==> src/rtl/sram_burst_pkg.sv <==
package sram_burst_pkg;

    typedef enum logic [2:0] {
        SLOT_IDLE,
        SLOT_DESEL,
        SLOT_START_RD,
        SLOT_START_CTL,
        SLOT_NEXT,
        SLOT_HOLD
    } slot_e;

    typedef enum logic [2:0] {
        ST_DESEL,
        ST_SEL,
        ST_ZZ_ENTER,
        ST_ZZ_SLEEP,
        ST_ZZ_WAKE
    } st_e;

    // low two address bits of a burst after `step` advances
    function automatic logic [1:0] burst_low(input logic [1:0] start,
                                             input logic [1:0] step,
                                             input logic       linear);
        return linear ? (start + step) : (start ^ step);
    endfunction

endpackage

==> src/rtl/sram_cmd_decode.sv <==
module sram_cmd_decode
    import sram_burst_pkg::*;
#(
    parameter int BYTES = 2
) (
    input  logic             strb_proc_n,
    input  logic             strb_ctl_n,
    input  logic             adv_n,
    input  logic             ce0_n,
    input  logic             ce1,
    input  logic             ce2_n,
    input  logic             glb_wr_n,
    input  logic             bw_en_n,
    input  logic [BYTES-1:0] byte_wr_n,
    input  logic             selected,
    output slot_e            slot,
    output logic             wr_req,
    output logic [BYTES-1:0] wmask
);

    logic proc_live;
    logic en_all;

    always_comb begin
        proc_live = !strb_proc_n && !ce0_n;
        en_all    = !ce0_n && ce1 && !ce2_n;

        if (proc_live) begin
            slot = en_all ? SLOT_START_RD : SLOT_DESEL;
        end else if (!strb_ctl_n) begin
            slot = en_all ? SLOT_START_CTL : SLOT_DESEL;
        end else if (selected) begin
            slot = adv_n ? SLOT_HOLD : SLOT_NEXT;
        end else begin
            slot = SLOT_IDLE;
        end

        if (!glb_wr_n) begin
            wmask = '1;
        end else if (!bw_en_n) begin
            wmask = ~byte_wr_n;
        end else begin
            wmask = '0;
        end

        wr_req = ((slot == SLOT_START_CTL) || (slot == SLOT_NEXT) ||
                  (slot == SLOT_HOLD)) && (|wmask);
    end

endmodule

==> src/rtl/sram_burst_addr.sv <==
module sram_burst_addr
    import sram_burst_pkg::*;
#(
    parameter int AW = 6
) (
    input  logic          clk,
    input  logic          rst_n,
    input  logic          load,
    input  logic          adv,
    input  logic          linear,
    input  logic [AW-1:0] ext_addr,
    output logic [AW-1:0] eff_addr
);

    logic [AW-1:0] base_q;
    logic [1:0]    cnt_q;
    logic [1:0]    cnt_use;

    always_comb begin
        cnt_use = adv ? (cnt_q + 2'd1) : cnt_q;
        if (load) begin
            eff_addr = ext_addr;
        end else begin
            eff_addr = {base_q[AW-1:2], burst_low(base_q[1:0], cnt_use, linear)};
        end
    end

    always_ff @(posedge clk or negedge rst_n) begin
        if (!rst_n) begin
            base_q <= '0;
            cnt_q  <= '0;
        end else if (load) begin
            base_q <= ext_addr;
            cnt_q  <= '0;
        end else if (adv) begin
            cnt_q  <= cnt_q + 2'd1;
        end
    end

endmodule

==> src/rtl/sram_lane_array.sv <==
module sram_lane_array #(
    parameter int AW    = 6,
    parameter int BYTES = 2,
    parameter int LW    = 9
) (
    input  logic                clk,
    input  logic [BYTES-1:0]    we,
    input  logic [AW-1:0]       waddr,
    input  logic [BYTES*LW-1:0] wdata,
    input  logic                re,
    input  logic [AW-1:0]       raddr,
    output wire  [BYTES*LW-1:0] rdata
);

    localparam int DEPTH = 1 << AW;

    for (genvar g = 0; g < BYTES; g++) begin : g_lane
        logic [LW-1:0] cells [DEPTH];
        logic [LW-1:0] rd_q;

        always_ff @(posedge clk) begin
            if (we[g]) begin
                cells[waddr] <= wdata[g*LW +: LW];
            end
            if (re) begin
                rd_q <= cells[raddr];
            end
        end

        assign rdata[g*LW +: LW] = rd_q;
    end

endmodule

==> src/rtl/burst_sram.sv <==
module burst_sram
    import sram_burst_pkg::*;
#(
    parameter int AW       = 6,
    parameter int BYTES    = 2,
    parameter int PAR_BITS = 1,
    localparam int LW      = 8 + PAR_BITS,
    localparam int DW      = BYTES * LW
) (
    input  logic             clk,
    input  logic             rst_n,
    input  logic [AW-1:0]    addr,
    input  logic             strb_proc_n,
    input  logic             strb_ctl_n,
    input  logic             adv_n,
    input  logic             burst_lin,
    input  logic             glb_wr_n,
    input  logic             bw_en_n,
    input  logic [BYTES-1:0] byte_wr_n,
    input  logic             ce0_n,
    input  logic             ce1,
    input  logic             ce2_n,
    input  logic             oe_n,
    input  logic             snooze,
    input  logic [DW-1:0]    dq_in,
    output logic [DW-1:0]    dq_out,
    output logic             dq_oe
);

    st_e              st_q;
    st_e              st_nx;
    slot_e            slot;
    logic             wr_req;
    logic [BYTES-1:0] wmask;
    logic             accept;
    logic             ld_burst;
    logic             adv_burst;
    logic             wr_fire;
    logic             rd_fire;
    logic [AW-1:0]    eff_addr;
    logic             rd_q;
    logic [AW-1:0]    rd_addr_q;
    logic             drive_q;
    wire  [DW-1:0]    arr_rdata;

    sram_cmd_decode #(.BYTES(BYTES)) dec_i (
        .strb_proc_n (strb_proc_n),
        .strb_ctl_n  (strb_ctl_n),
        .adv_n       (adv_n),
        .ce0_n       (ce0_n),
        .ce1         (ce1),
        .ce2_n       (ce2_n),
        .glb_wr_n    (glb_wr_n),
        .bw_en_n     (bw_en_n),
        .byte_wr_n   (byte_wr_n),
        .selected    (st_q == ST_SEL),
        .slot        (slot),
        .wr_req      (wr_req),
        .wmask       (wmask)
    );

    sram_burst_addr #(.AW(AW)) bur_i (
        .clk      (clk),
        .rst_n    (rst_n),
        .load     (ld_burst),
        .adv      (adv_burst),
        .linear   (burst_lin),
        .ext_addr (addr),
        .eff_addr (eff_addr)
    );

    sram_lane_array #(.AW(AW), .BYTES(BYTES), .LW(LW)) arr_i (
        .clk   (clk),
        .we    (wr_fire ? wmask : '0),
        .waddr (eff_addr),
        .wdata (dq_in),
        .re    (rd_q),
        .raddr (rd_addr_q),
        .rdata (arr_rdata)
    );

    // state register
    always_ff @(posedge clk or negedge rst_n) begin
        if (!rst_n) begin
            st_q <= ST_DESEL;
        end else begin
            st_q <= st_nx;
        end
    end

    // next state
    always_comb begin
        st_nx = st_q;
        unique case (st_q)
            ST_DESEL, ST_SEL: begin
                if (snooze) begin
                    st_nx = ST_ZZ_ENTER;
                end else if (slot == SLOT_DESEL) begin
                    st_nx = ST_DESEL;
                end else if ((slot == SLOT_START_RD) || (slot == SLOT_START_CTL)) begin
                    st_nx = ST_SEL;
                end
            end
            ST_ZZ_ENTER: st_nx = snooze ? ST_ZZ_SLEEP : ST_ZZ_WAKE;
            ST_ZZ_SLEEP: st_nx = snooze ? ST_ZZ_SLEEP : ST_ZZ_WAKE;
            ST_ZZ_WAKE:  st_nx = snooze ? ST_ZZ_ENTER : ST_DESEL;
            default:     st_nx = ST_DESEL;
        endcase
    end

    // per-cycle actions
    always_comb begin
        accept    = ((st_q == ST_DESEL) || (st_q == ST_SEL)) && !snooze;
        ld_burst  = accept && ((slot == SLOT_START_RD) || (slot == SLOT_START_CTL));
        adv_burst = accept && (slot == SLOT_NEXT);
        wr_fire   = accept && wr_req;
        rd_fire   = accept && ((slot == SLOT_START_RD) ||
                    (((slot == SLOT_START_CTL) || (slot == SLOT_NEXT) ||
                      (slot == SLOT_HOLD)) && !wr_req));
    end

    // read pipeline: command stage, then array output stage
    always_ff @(posedge clk or negedge rst_n) begin
        if (!rst_n) begin
            rd_q      <= 1'b0;
            rd_addr_q <= '0;
            drive_q   <= 1'b0;
        end else begin
            rd_q      <= rd_fire;
            rd_addr_q <= eff_addr;
            drive_q   <= rd_q;
        end
    end

    assign dq_out = arr_rdata;
    assign dq_oe  = drive_q && !oe_n;

endmodule

==> config.mk <==
export PLATFORM = sky130hd
export DESIGN_NAME = burst_sram
export DESIGN_NICKNAME = d
export VERILOG_FILES = /design/src/rtl/sram_burst_pkg.sv /design/src/rtl/sram_cmd_decode.sv /design/src/rtl/sram_burst_addr.sv /design/src/rtl/sram_lane_array.sv /design/src/rtl/burst_sram.sv
export SDC_FILE = /design/constraint.sdc
export NUM_CORES = 1
export LEC_CHECK = 0
export CAP_MARGIN = 20
export CORE_MARGIN = 4
export CORE_UTILIZATION = 46
export DETAILED_ROUTE_END_ITERATION = 8
export DONT_BUFFER_PORTS = 1
export SLEW_MARGIN = 20
export SYNTH_ARGS = -nofsm -noshare
export SYNTH_HDL_FRONTEND = slang
export SYNTH_SLANG_ARGS = --single-unit
==> constraint.sdc <==
create_clock -name clk -period 4.6 [get_ports clk]
set_input_delay 0.92 -clock clk [delete_from_list [all_inputs] [get_ports clk]]
set_output_delay 0.92 -clock clk [all_outputs]
set_load 0.02 [all_outputs]
==> impl_results.md <==
- Capturing element type of the critical path: flop
- Max_cap viols: 0
- Commonest non-fill, non-tap cell in the layout: edfxtp_1
- Yosys warnings: 0
- Mapped Cells: about 2300
- #FFs+latches synth: 1189
- TNS Setup: 0 ns
- WL/cell: 29.8 um
- Setup Skew: between 0.02 and 0.025 ns
- P per Cell Area: 538 nW/um^2
- Total power: 28.3 mW
- Worst-margin pin slew: 1.04 ns
- Initial antenna violation count: 4
- Syn avg cell area: between 20 and 25 sq um
- Share of cells above drive strength 1: 24.2%
- Final Hold Fails: 0
- Top Ports: 58
- Antenna Nets Post-Route: 0
- Critical path startpoint category: flop
- Most frequent cells in the layout: edfxtp_1 (1170), mux4_2 (222), nor2_1 (170), mux2i_1 (162), buf_4 (145)
- Vias in the first global route: 23200
- Crit-path max FO: 16
- EDFF count, synth: 1170
- Layout Area Growth over Synthesis: 13.3%
- Ys flop type: edfxtp_1
- Final setup fails: 0
- Arr. time, crit path: 4.33 ns
- Pre-Repair DR Iteration Count: 6
- Post-Route WL: 114000 um
- DIE WIDTH: around 330 um
- H-tree Lvls: 3
- Tmin final: 4.00 ns
- DR iter-0 viols: between 2000 and 3000
- IO Port Bufs: 0
- Core Area: between 100000 and 150000 sq um
- Final Wtd Congestion: 0.850
- Root Driver: clkbuf_16
- Clk sink count: 1189
- Worst-skew pair later-pin latency: 0.70 ns
- RSZ-0062 raised after global routing: false
- Final nets: 2469
- Total GRT Usage: 21.5%
- Mapped Area: around 46000 sq um
- Clk buf depth: 3
- Overflow left after global routing: 0
- Vias per cell: 5.97
- Class of the worst hold path: in -> async
- DRC: 0
- Slew Limit Fails: 0
- Chip height: 326 um
- Slew margin rel.: 30.6%
- Clock slew at reported path FFs: 0.06 ns
- Crit path kind: reg -> reg
- Sequential share of the synthesized area: about 77%
- Initial Util: 46.4%
- Post-route clock period utilization: 86.9%
- P_leak: 16.7 nW
- Status: finished clean
- Vias: 22800
- First-pass GRT wire length: 166000 um
- CP required: between 4 and 5 ns
- Largest net degree at the start of global routing: between 100 and 150
- Site row count: 116
- Max VDD drop: 0.353 mV
- Fmax achieved: 250 MHz
- Post-DP HPWL: 70100 um
- Die area: roughly 110000 sq um
- Fraction of registers with async set/reset: approximately 1.6%
- Synth cell types: 54
- Syn nets: 2326
- CTS tree: built
- Num CTS Buffers: 115
- Post-layout util: a little over half
-- Yosys cell counts, drive strengths merged (2+ instances only) --
cell | n | share of area, %
a211oi | 28 | 0.45
a21oi | 22 | 0.29
a221oi | 14 | 0.26
a22oi | 50 | 0.81
a311oi | 14 | 0.26
a31oi | 2 | 0.092
a32oi | 2 | 0.12
and2 | 6 | 0.084
and3 | 2 | 0.027
buf | 68 | 0.90
clkbuf | 61 | 0.50
dfrtp | 19 | 1.0
edfxtp | 1170 | 76
inv | 2 | 0.016
mux2 | 37 | 0.90
mux2i | 162 | 3.5
mux4 | 222 | 11
nand2 | 77 | 0.62
nand2b | 5 | 0.067
nand3 | 4 | 0.043
nand3b | 7 | 0.11
nor2 | 171 | 1.4
nor2b | 26 | 0.35
nor3 | 12 | 0.13
nor3b | 5 | 0.081
nor4 | 2 | 0.059
o21a | 2 | 0.032
o21ai | 29 | 0.31
o22ai | 32 | 0.43
o311a | 14 | 0.30
or2 | 2 | 0.027
xnor2 | 4 | 0.092
-- final cells by class --
cell class	count	area (sq um)
well taps	1298	1620
repair buffers	155	1270
clock inverters	83	927
diodes	2	5.00
clock buffers	133	2990
multi-input cells	966	10200
inverters	2	7.51
fillers	7755	47500
flip-flops and latches	1189	35600
-- timing repair --
item / CTS / global route
setup buffers: 0 / 0
hold endpoints to repair: 19 / 0
gates resized for setup: 0 / 0
endpoints found under the setup margin: 0 / 0
hold buffers: 1 / 0
-- layer usage --
layer	GRT usage, %	wire length (um)
met1	30.6	48000
met2	33.3	53400
met3	5.45	9830
met4	5.75	2870
met5	0	13
-- state kept, by name, summed over array words and instances, names as in the netlist --
signal and cells:
arr_i.g_lane.rd_q 18, st_q 3, drive_q 1, rd_addr_q 6, arr_i.g_lane.cells 1152, rd_q 1
bur_i.cnt_q 2, bur_i.base_q 6
-- where the power goes --
group | total, mW | leakage [nW] | internal (mW) | switching [mW]
Sequential | 12.2 | 10.7 | 12.0 | 0.230
Combinational | 6.43 | 4.09 | 2.81 | 3.62
Clock | 9.65 | 1.90 | 5.62 | 4.03
-- stage by stage --
step | cell area, sq um | setup WS, ns | std cells | hold slack (ns)
finish | 52600 | 0.601 | 3828 | 0.187
global route | 52600 | 0.507 | 3826 | 0.202
CTS | 52600 | 0.653 | 3826 | 0.258
detailed placement | 48700 | 0.165 | 3609 | 0.484
global placement | 48700 | 0.221 | 3609 | 0.475
floorplan | 46400 | 0.819 | 2286 | 0.452
-- cell families after synthesis --
kind of cell | Yosys count | share of synthesized area (%)
AOI/OAI and AO/OA | 215 | 3.49
and+or+nand+nor | 324 | 3.08
muxes | 421 | 15.2
xor gates and xnor gates | 5 | 0.151
adders and majority gates | 1 | 0.0269
DFF | 1189 | 76.7
buffers and inverters | 131 | 1.42
-- worst max-delay path, stage by stage (launching register included) --
cell	delay (ns)
dfrtp_1	0.43
or3_4	0.42
nor3_1	0.26
xnor2_1	0.18
ha_1	0.19
nand2_1	0.07
xnor2_1	0.30
buf_4	0.20
xor2_4	0.28
o32a_2	0.86
nor2_1	0.43
-- path summary, 6_finish.rpt --
| kind | startpoint | to | slack (ns) | cells after the start |
|---|---|---|---|---|
| min reg2reg | bur_i.base_q[0] | bur_i.base_q[0] | 0.50 | 2 |
| max | st_q[2] | arr_i.g_lane[1].cells[59][3] | 0.60 | 10 |
| max in group asynchronous | rst_n | rd_addr_q[1] | 4.02 | 1 |
| min in group clk | snooze | st_q[2] | 0.29 | 1 |
| max reg2reg | st_q[2] | arr_i.g_lane[1].cells[59][3] | 0.60 | 10 |
| min | rst_n | bur_i.base_q[1] | 0.19 | 1 |
Note: power is estimated with default switching activity, not from simulation.
